File: src/rtl/stby_pkg.sv
package stby_pkg;
  typedef enum logic [1:0] {
    PM_RUN    = 2'd0,
    PM_ENTER  = 2'd1,
    PM_STBY   = 2'd2,
    PM_SETTLE = 2'd3
  } pm_state_e;
endpackage

File: src/rtl/stby_wake_eval.sv
module stby_wake_eval #(
  parameter int NUM_IRQ = 8,
  parameter int PRIO_W  = 4
) (
  input  logic [NUM_IRQ-1:0]        pend_i,
  input  logic [NUM_IRQ-1:0]        en_i,
  input  logic [NUM_IRQ-1:0]        cpu_dest_i,
  input  logic [NUM_IRQ*PRIO_W-1:0] prio_i,
  input  logic [PRIO_W-1:0]         mask_i,
  output logic                      wake_o
);
  logic [NUM_IRQ-1:0] qual;

  for (genvar gi = 0; gi < NUM_IRQ; gi++) begin : g_src
    logic [PRIO_W-1:0] prio_s;
    assign prio_s    = prio_i[gi*PRIO_W +: PRIO_W];
    assign qual[gi]  = pend_i[gi] & en_i[gi] & cpu_dest_i[gi] & (prio_s > mask_i);
  end

  assign wake_o = |qual;

  // nothing can exceed the highest mask level
  always_comb begin
    if (mask_i == '1) begin
      a_r5_max_mask: assert (!wake_o);
    end
  end
endmodule

File: src/rtl/stby_wdt_sel.sv
module stby_wdt_sel (
  input  logic in_stby_i,
  input  logic auto_mode_i,
  input  logic boot_stop_i,
  input  logic reg_stop_i,
  output logic cnt_en_o
);
  logic stop_sel;

  assign stop_sel = auto_mode_i ? boot_stop_i : reg_stop_i;
  assign cnt_en_o = ~(in_stby_i & stop_sel);

  // both stop bits clear never halt counting
  always_comb begin
    if (!boot_stop_i && !reg_stop_i) begin
      a_r3_no_stop_counts: assert (cnt_en_o);
    end
  end
endmodule

File: src/rtl/stby_fsm.sv
module stby_fsm
  import stby_pkg::*;
#(
  parameter int SETTLE_W = 8
) (
  input  logic                clk,
  input  logic                rst_n,
  input  logic                wait_i,
  input  logic                sel_i,
  input  logic                dma_busy_i,
  input  logic                wake_i,
  input  logic [SETTLE_W-1:0] settle_i,
  output pm_state_e           state_o,
  output logic                err_o
);
  localparam logic [SETTLE_W-1:0] CNT_ONE = SETTLE_W'(1);

  pm_state_e           state_q, state_d;
  logic [SETTLE_W-1:0] cnt_q, cnt_d;
  logic                cnt_we;
  logic                pend_q, pend_d;
  logic                err_q, err_d;

  always_comb begin
    state_d = state_q;
    cnt_d   = cnt_q;
    cnt_we  = 1'b0;
    pend_d  = pend_q;
    err_d   = 1'b0;
    unique case (state_q)
      PM_RUN: begin
        pend_d = 1'b0;
        if (wait_i && sel_i) begin
          if (dma_busy_i) err_d   = 1'b1;
          else            state_d = PM_ENTER;
        end
      end
      PM_ENTER: begin
        state_d = PM_STBY;
        pend_d  = wake_i;
      end
      PM_STBY: begin
        if (wake_i || pend_q) begin
          state_d = PM_SETTLE;
          cnt_d   = settle_i;
          cnt_we  = 1'b1;
          pend_d  = 1'b0;
        end
      end
      PM_SETTLE: begin
        if (cnt_q <= CNT_ONE) begin
          state_d = PM_RUN;
        end else begin
          cnt_d  = cnt_q - CNT_ONE;
          cnt_we = 1'b1;
        end
      end
      default: state_d = PM_RUN;
    endcase
  end

  always_ff @(posedge clk or negedge rst_n) begin
    if (!rst_n) begin
      state_q <= PM_RUN;
      pend_q  <= 1'b0;
      err_q   <= 1'b0;
    end else begin
      state_q <= state_d;
      pend_q  <= pend_d;
      err_q   <= err_d;
    end
  end

  always_ff @(posedge clk or negedge rst_n) begin
    if (!rst_n)      cnt_q <= '0;
    else if (cnt_we) cnt_q <= cnt_d;
  end

  assign state_o = state_q;
  assign err_o   = err_q;

  // a wake seen in ENTER is held into STANDBY
  a_r9_latch_held: assert property (@(posedge clk) disable iff (!rst_n)
    (state_q == PM_ENTER && wake_i) |=> (state_q == PM_STBY && pend_q));
  // a held wake forces the exit
  a_r9_latch_exit: assert property (@(posedge clk) disable iff (!rst_n)
    (state_q == PM_STBY && pend_q) |=> (state_q == PM_SETTLE));
  // settling always returns to RUN, never straight to standby
  a_r8_settle_exit: assert property (@(posedge clk) disable iff (!rst_n)
    (state_q == PM_SETTLE) |=> (state_q == PM_SETTLE || state_q == PM_RUN));
endmodule

File: src/rtl/stby_ctrl.sv
module stby_ctrl
  import stby_pkg::*;
#(
  parameter int NUM_IRQ  = 8,
  parameter int PRIO_W   = 4,
  parameter int SETTLE_W = 8
) (
  input  logic                      clk,
  input  logic                      rst_n,
  input  logic                      wait_strobe,
  input  logic                      stby_sel,
  input  logic                      dma_busy,
  input  logic [NUM_IRQ-1:0]        irq_pend,
  input  logic [NUM_IRQ-1:0]        irq_en,
  input  logic [NUM_IRQ-1:0]        irq_to_cpu,
  input  logic [NUM_IRQ*PRIO_W-1:0] irq_prio,
  input  logic [PRIO_W-1:0]         mask_lvl,
  input  logic                      wdt_auto,
  input  logic                      wdt_boot_stop,
  input  logic                      wdt_reg_stop,
  input  logic [SETTLE_W-1:0]       settle_cnt,
  output logic                      osc_en,
  output logic                      cpu_clk_en,
  output logic                      per_clk_en,
  output logic                      wdt_cnt_en,
  output logic                      ie_set_pulse,
  output logic                      entry_err,
  output logic [1:0]                pm_state
);
  pm_state_e st;
  logic      wake;

  stby_wake_eval #(.NUM_IRQ(NUM_IRQ), .PRIO_W(PRIO_W)) u_wake (
    .pend_i     (irq_pend),
    .en_i       (irq_en),
    .cpu_dest_i (irq_to_cpu),
    .prio_i     (irq_prio),
    .mask_i     (mask_lvl),
    .wake_o     (wake)
  );

  stby_fsm #(.SETTLE_W(SETTLE_W)) u_fsm (
    .clk        (clk),
    .rst_n      (rst_n),
    .wait_i     (wait_strobe),
    .sel_i      (stby_sel),
    .dma_busy_i (dma_busy),
    .wake_i     (wake),
    .settle_i   (settle_cnt),
    .state_o    (st),
    .err_o      (entry_err)
  );

  stby_wdt_sel u_wdt (
    .in_stby_i   (st == PM_STBY),
    .auto_mode_i (wdt_auto),
    .boot_stop_i (wdt_boot_stop),
    .reg_stop_i  (wdt_reg_stop),
    .cnt_en_o    (wdt_cnt_en)
  );

  assign osc_en       = (st != PM_STBY);
  assign cpu_clk_en   = (st == PM_RUN);
  assign per_clk_en   = (st == PM_RUN);
  assign ie_set_pulse = (st == PM_ENTER);
  assign pm_state     = st;

  // an accepted request enters the gating cycle
  a_r1_entry: assert property (@(posedge clk) disable iff (!rst_n)
    (pm_state == 2'd0 && wait_strobe && stby_sel && !dma_busy) |=> (pm_state == 2'd1));
  // standby stops every clock and the oscillator
  a_r2_stby_gated: assert property (@(posedge clk) disable iff (!rst_n)
    (pm_state == 2'd2) |-> (!osc_en && !cpu_clk_en && !per_clk_en));
  // the interrupt-enable pulse is one cycle wide
  a_r4_pulse_single: assert property (@(posedge clk) disable iff (!rst_n)
    ie_set_pulse |=> !ie_set_pulse);
  // a refused request flags an error and stays in RUN
  a_r6_refuse: assert property (@(posedge clk) disable iff (!rst_n)
    (pm_state == 2'd0 && wait_strobe && stby_sel && dma_busy) |=> (entry_err && pm_state == 2'd0));
  // settling runs the oscillator with clocks still gated
  a_r7_settle_gated: assert property (@(posedge clk) disable iff (!rst_n)
    (pm_state == 2'd3) |-> (osc_en && !cpu_clk_en && !per_clk_en));
endmodule

File: config.mk
export PLATFORM = sky130hd
export DESIGN_NAME = stby_ctrl
export DESIGN_NICKNAME = d
export VERILOG_FILES = /design/src/rtl/stby_pkg.sv /design/src/rtl/stby_wake_eval.sv /design/src/rtl/stby_wdt_sel.sv /design/src/rtl/stby_fsm.sv /design/src/rtl/stby_ctrl.sv
export SDC_FILE = /design/constraint.sdc
export NUM_CORES = 1
export LEC_CHECK = 0
export BUFFER_PORTS_ARGS = -buffer_cell sky130_fd_sc_hd__buf_4
export CORE_MARGIN = 8
export CORE_UTILIZATION = 51
export DETAILED_ROUTE_END_ITERATION = 10
export GPL_ROUTABILITY_DRIVEN = 0
export PLACE_DENSITY = 0.87
export SETUP_SLACK_MARGIN = 0.3
export SYNTH_ARGS = -nofsm -noshare
export SYNTH_HDL_FRONTEND = slang
export SYNTH_SLANG_ARGS = --single-unit
File: constraint.sdc
create_clock -name clk -period 4.7 [get_ports clk]
set_input_delay 0.235 -clock clk [delete_from_list [all_inputs] [get_ports clk]]
set_output_delay 0.235 -clock clk [all_outputs]
set_load 0.1 [all_outputs]
==> key figures, run 1 <==
Global route
  • First-pass GRT wire length: 8510 µm
  • Vias in the first global route: 2092
  • Initial antenna violation count: 0
  • Gr usage total: 18.7%
  • Largest net degree at the start of global routing: 21
  • Gr ovfl total: 0

Clocking
  • Max Root-Sink Buffers: 2
  • Num CTS Buffers: 3
  • Clock latency on the worst-skew pair: 0.28 ns
  • H-Tree Depth: 1
  • Setup bufs post-CTS: 0
  • CTS tree: done
  • Root buf cell: clkbuf_4
  • CTS Sinks: 12
  • Clock slew at reported path FFs: 0.08 ns

STA
  • Worst slew pin tran: 0.842 ns
  • Rel. slew slack: 43.7%
  • Min Hold Slack: 0.190 ns
  • Max Freq: 444 MHz
  • Setup TNS: 0 ns
  • Max Slew Vio Count: 0
  • RSZ-0062 raised after global routing: false
  • Final setup violation count: 0
  • Min Tclk post-route: 2.25 ns
  • Final Hold Viols: 0
  • Fin crit share: 47.9%
  • Final Skew: 0.00280 ns

Setup path
  • Worst setup startpoint: mask_lvl[1]
  • R2R Path Start: u_fsm.state_o[0]$_DFFE_PN0P_
  • Worst Setup Start Kind: primary input
  • Critical path required time: 4.87 ns
  • Max FO, Critical Path: 10
  • CP endpoint kind: flip-flop
  • CP arrival: 2.43 ns
  • Worst Setup Path Type: primary input to flip-flop

Synthesis
  • Leading area contributor after synthesis: ha_1
  • Synth Cell Area: 1790 µm²
  • Most common cell in the netlist: ha_1
  • Seq/Total Area, Yosys: 16.8%
  • Synth Flop Type: dfrtp_1
  • Post-synth cell types: 37
  • Yosys top cell area share: 26.6%
  • Avg Cell Area, Syn: 8.27 µm²
  • Post-synth EDFFs: 0
  • Flops & latches, synth: 12
  • Synth warn: 0
  • Mapped Nets: 330
  • FFs w/ async S/R, synth: 100%
  • Synth cell count leaders: 38 x ha_1, 24 x nand4_1, 23 x a21oi_1
  • Area contributors post-synth: ha_1 27%, dfrtp_1 17%, nand4_1 8.4%
  • Mapped Cells: 216

Placement
  • Port Buffers: 83
  • HPWL Detailed: 4440 µm
  • Placed cell area: 2430 µm²

Floorplan
  • Die width: 75.2 µm
  • # IOs: 84
  • Die ar.: 5650 µm²
  • Initial Util: 53.1%
  • Die H: 75.2 µm
  • Row cnt: 21
  • Core area: 3360 µm²

Finish
  • Layout cell share with drive strength beyond 1: 32.3%
  • FF/Latch Area: 300 µm²
  • Area of the multi-input gates: 1380 µm²
  • Antenna cells: 0
  • Area growth, synth to finish: 38.4%
  • # fillers: 290
  • # nets final: 412
  • Post-route design area: 2470 µm²

Run
  • MaxCap Viol Count: 0

Worst hold path
  • Hold Crit Start: stby_sel
  • Min-Delay Path Class: primary input to flip-flop

Route
  • Vias: 2013
  • Via density: 5.87
  • DRC: 0
  • WL final: 5260 µm
  • Antenna-violating nets left: 0
  • Drt wl/cell: 15.3 µm
  • First drt pass iteration count: 4
  • 1st-iter DRT viols: 206

Pwr
  • PwrDens: 486 nW/µm²
  • Gate power share: 72.6%
  • Max VDD drop: 0.212 mV
  • Flop pwr share: 20.2%
  • Lkg Pwr: 1.21 nW
  • Int Pwr: 0.516 mW
  • Part of the power in the clock network: 7.2%
  • Sw frac: 57.1%
  • Net Switching: 0.687 mW

Outcome
  • Status: completed
kinds of logic (layout without fill, tap and decap cells):
| group | count (synthesis) | in the layout | synth area share, % |
|---|---|---|---|
| buf+inv | 25 | 106 | 6.02 |
| simple gates | 77 | 77 | 27.0 |
| xor+xnor | 5 | 5 | 2.45 |
| mux | 4 | 4 | 2.66 |
| fa+ha+maj | 38 | 38 | 26.6 |
| compound gates | 55 | 55 | 18.5 |
| flops | 12 | 12 | 16.8 |
worst paths after layout:
| path | depth (start not counted) | to | slack [ns] |
|---|---|---|---|
| hold reg to reg | 2 | u_fsm.pend_q$_DFFE_PN0P_ | 0.57 |
| min in group asynchronous | 2 | u_fsm.cnt_q[6]$_DFFE_PN0P_ | 0.32 |
| max in group asynchronous | 2 | u_fsm.pend_q$_DFFE_PN0P_ | 4.22 |
| setup reg to reg | 6 | u_fsm.state_o[1]$_DFFE_PN0P_ | 2.49 |
| hold / removal | 3 | u_fsm.err_o$_DFF_PN0_ | 0.19 |
| setup / recovery | 9 | u_fsm.state_o[1]$_DFFE_PN0P_ | 2.45 |
per-layer routing:
| metal | vias up | GRT usage (%) | part of all wire [%] |
|---|---|---|---|
| li1 | 986 | - | - |
| met1 | 910 | 21.7 | 42 |
| met2 | 110 | 32.1 | 46 |
| met3 | 7 | 5.73 | 11 |
| met4 | 0 | 5.54 | 0.88 |
| met5 | - | 0 | 0 |
power groups by stage:
stage                     Combinational (mW)  Clock (mW)  Sequential, mW
after floorplan                        0.636           0           0.290
after global placement                 0.846           0           0.240
after detailed placement               0.862           0           0.242
after CTS                              0.871      0.0850           0.241
after global routing                   0.950      0.0895           0.251
final                                  0.873      0.0870           0.243
through the flow:
step / setup WS (ns) / cells / utilization, % / power (mW)
floorplan: 1.78 / 216 / - / 0.926
global placement: 2.26 / 338 / 72.2 / 1.09
detailed placement: 2.13 / 338 / 72.2 / 1.10
CTS: 2.43 / 343 / 73.5 / 1.20
global route: 2.22 / 343 / 73.5 / 1.29
finish: 2.45 / 343 / 73.5 / 1.20
flip-flops by register name, indices dropped and copies added (netlist names):
name / cells
u_fsm.cnt_q: 8
u_fsm.err_o: 1
u_fsm.state_o: 2
u_fsm.pend_q: 1
placed cells by master (no fill, tap or decap), drive strengths merged, types with 4 or more instances in the layout:
master	count
nand4	24
a211oi	4
nor4	4
xnor2	4
a21oi	23
or4	4
ha	38
inv	18
nor3	4
buf	83
nor2	15
o21ai	10
a22oi	5
dfrtp	12
nand3	8
nand2	4
nor2b	9
clkbuf	4
o211ai	8
layout make-up:
cell class,instances,area share (%)
multi-input combinational,179,55.7
timing repair buffer,84,25.6
sequential,12,12.1
inverter,18,2.73
tap,46,2.33
clock buffer,4,1.47
critical path, stage by stage:
cell and delay, ns:
buf_4 0.10, inv_1 0.22, ha_1 0.30, nor2b_1 0.13, o211ai_1 0.16, a21oi_1 0.13
nor4_4 0.57, a31oi_1 0.22, mux2_1 0.35
timing repair:
action,in CTS,in global routing
resized for setup,0,0
hold buffers,1,0
endpoints found under the hold margin,12,0
No activity file was read; power rests on OpenSTA's default activity.
==> run 2, diff against run 1 <==
CORE_UTILIZATION = 43   (was 51)
PLACE_DENSITY = 0.78   (was 0.87)
clock period = 1.95 ns   (was 4.7 ns; I/O delays follow)
==> key figures, run 2 (synthesized netlist as in run 1, its figures left out) <==
Clocking
  • CTS tree: done
  • CTS Sinks: 12
  • H-Tree Depth: 1
  • Num CTS Buffers: 3
  • Clock slew at reported path FFs: 0.06 ns
  • Max Root-Sink Buffers: 2
  • Clock latency on the worst-skew pair: 0.24 ns
  • Root buf cell: clkbuf_8

Global route
  • Initial antenna violation count: 0
  • First-pass GRT wire length: 10900 µm
  • Vias in the first global route: 2401
  • Gr ovfl total: 0
  • Gr usage total: 20.8%
  • Largest net degree at the start of global routing: 13

Finish
  • Area growth, synth to finish: 72.2%
  • Top reg by flops: u_fsm.cnt_q
  • Commonest non-fill, non-tap cells in the layout: 105 x buf_4, 25 x ha_1, 24 x nand4_1, 15 x a21oi_1, 14 x inv_1
  • Max reg flops: 8
  • # nets final: 443
  • Layout cell share with drive strength beyond 1: 52.4%
  • # fillers: 269
  • Antenna cells: 0
  • Commonest non-fill, non-tap cell in the layout: buf_4

Setup path
  • CP endpoint kind: flip-flop
  • Critical path required time: 2.07 ns
  • Max FO, Critical Path: 5
  • Worst Setup Path Type: flip-flop to flip-flop
  • Crit-path cells: or4_4 > nor4_4 > mux2_2 > nor3_1 > a21oi_1 > nand3_1
  • Worst Setup Start Kind: flip-flop
  • Crit-path slowest cell: or4_4
  • CP arrival: 2.11 ns
  • Max incr delay on CP: 0.56 ns

STA
  • Final setup violation count: 2
  • Min Tclk post-route: 1.99 ns
  • Rel. slew slack: 76.0%
  • Worst slew pin tran: 0.357 ns
  • Min Hold Slack: 0.0813 ns
  • Final Skew: 0.00250 ns
  • Max Slew Vio Count: 0
  • Setup WS post-layout: -0.0354 ns
  • Final Hold Viols: 0
  • Max Freq: 504 MHz
  • Setup TNS: -0.0443 ns
  • Fin crit share: 102%
  • RSZ-0062 raised after global routing: true

Floorplan
  • Die H: 80.5 µm
  • Die ar.: 6470 µm²
  • Row cnt: 23
  • Initial Util: 44.7%
  • Die width: 80.5 µm
  • # IOs: 84
  • Core area: 4000 µm²

Placement
  • HPWL Detailed: 4720 µm
  • Port Buffers: 83

Route
  • Met2 routed WL: 3580 µm
  • Met3 Wirelength: 629 µm
  • WL final: 7050 µm
  • First drt pass iteration count: 4
  • Antenna-violating nets left: 0
  • Met1 WL: 2680 µm
  • Vias: 2285
  • Via density: 6.04
  • Uppermost routed layer: met4
  • 1st-iter DRT viols: 261
  • DRC: 0
  • Drt wl/cell: 18.7 µm

Run
  • MaxCap Viol Count: 0

Outcome
  • Status: finished, violations left
  • Failing checks: negative setup slack

Pwr
  • Total power draw: 3.72 mW
  • Lkg Pwr: 1.38 nW
  • PwrDens: 1210 nW/µm²
  • Max VDD drop: 0.501 mV

Worst hold path
  • Min-Delay Path Class: primary input to flip-flop
## run 2: cell types whose count changed in the layout (fill, tap and decap cells not counted), sizes merged
| cell | delta |
|---|---|
| buf | +28 |
| clkinvlp | +3 |
| inv | -3 |
| mux2 | +3 |
## run 2: path summary, 6_finish.rpt
| path | from | end | slack, ns | cells after the start |
|---|---|---|---|---|
| min reg2reg | u_fsm.pend_q$_DFFE_PN0P_ | u_fsm.pend_q$_DFFE_PN0P_ | 0.56 | 2 |
| max in group asynchronous | rst_n | u_fsm.state_o[0]$_DFFE_PN0P_ | 1.53 | 2 |
| min in group asynchronous | rst_n | u_fsm.cnt_q[0]$_DFFE_PN0P_ | 0.24 | 2 |
| min | dma_busy | u_fsm.err_o$_DFF_PN0_ | 0.08 | 3 |
| max | u_fsm.cnt_q[2]$_DFFE_PN0P_ | u_fsm.cnt_q[0]$_DFFE_PN0P_ | -0.04 | 6 |
| max reg2reg | u_fsm.cnt_q[2]$_DFFE_PN0P_ | u_fsm.cnt_q[0]$_DFFE_PN0P_ | -0.04 | 6 |
## run 2: final cells by class
cell class | count | area, µm² | share of cell area, %
Clock buffer | 4 | 45.0 | 1.46
Inverter | 18 | 81.3 | 2.64
Multi-Input combinational cell | 182 | 1710 | 55.4
Sequential cell | 12 | 308 | 10.0
Tap cell | 50 | 62.6 | 2.03
Timing Repair Buffer | 112 | 875 | 28.4
## run 2: critical path, delay by kind of cell, from the launching register on
| family | cells | cell delay (ns) |
|---|---|---|
| AND/OR/NAND/NOR | 4 | 1.00 |
| flip-flops | 1 | 0.38 |
| multiplexers | 1 | 0.32 |
| AO/OA/AOI/OAI | 1 | 0.17 |
## run 2: per-stage QoR
step	setup WS, ns	cells	cell area, µm²	util [%]
after global placement	-0.274	363	2650	66.2
after detailed placement	-0.294	363	2650	66.2
after CTS	0.0255	374	2960	73.9
after global routing	-0.103	378	3080	76.9
final	-0.0354	378	3080	76.9
after floorplan	-0.360	216	1850	-
## run 2: timing repair
action | CTS | global route
cloned | 1 | 2
gates resized for setup | 29 | 16
setup endpoints to repair | 11 | 11
hold buffers | 1 | 0
hold endpoints to repair | 12 | 0
buffers inserted | 5 | 2
pin swaps | 7 | 13
## run 2: layer usage
layer	vias to the layer above	global-route usage [%]
met4	0	9.27
met2	118	35.2
met3	16	5.92
met5	-	0
met1	1090	23.5
li1	1061	-
## run 2: power breakdown
group / internal [mW] / total, mW / switching [mW]
clock network: 0.144 / 0.246 / 0.102
logic: 1.17 / 2.94 / 1.77
registers: 0.397 / 0.540 / 0.143
total: 1.71 / 3.72 / 2.02
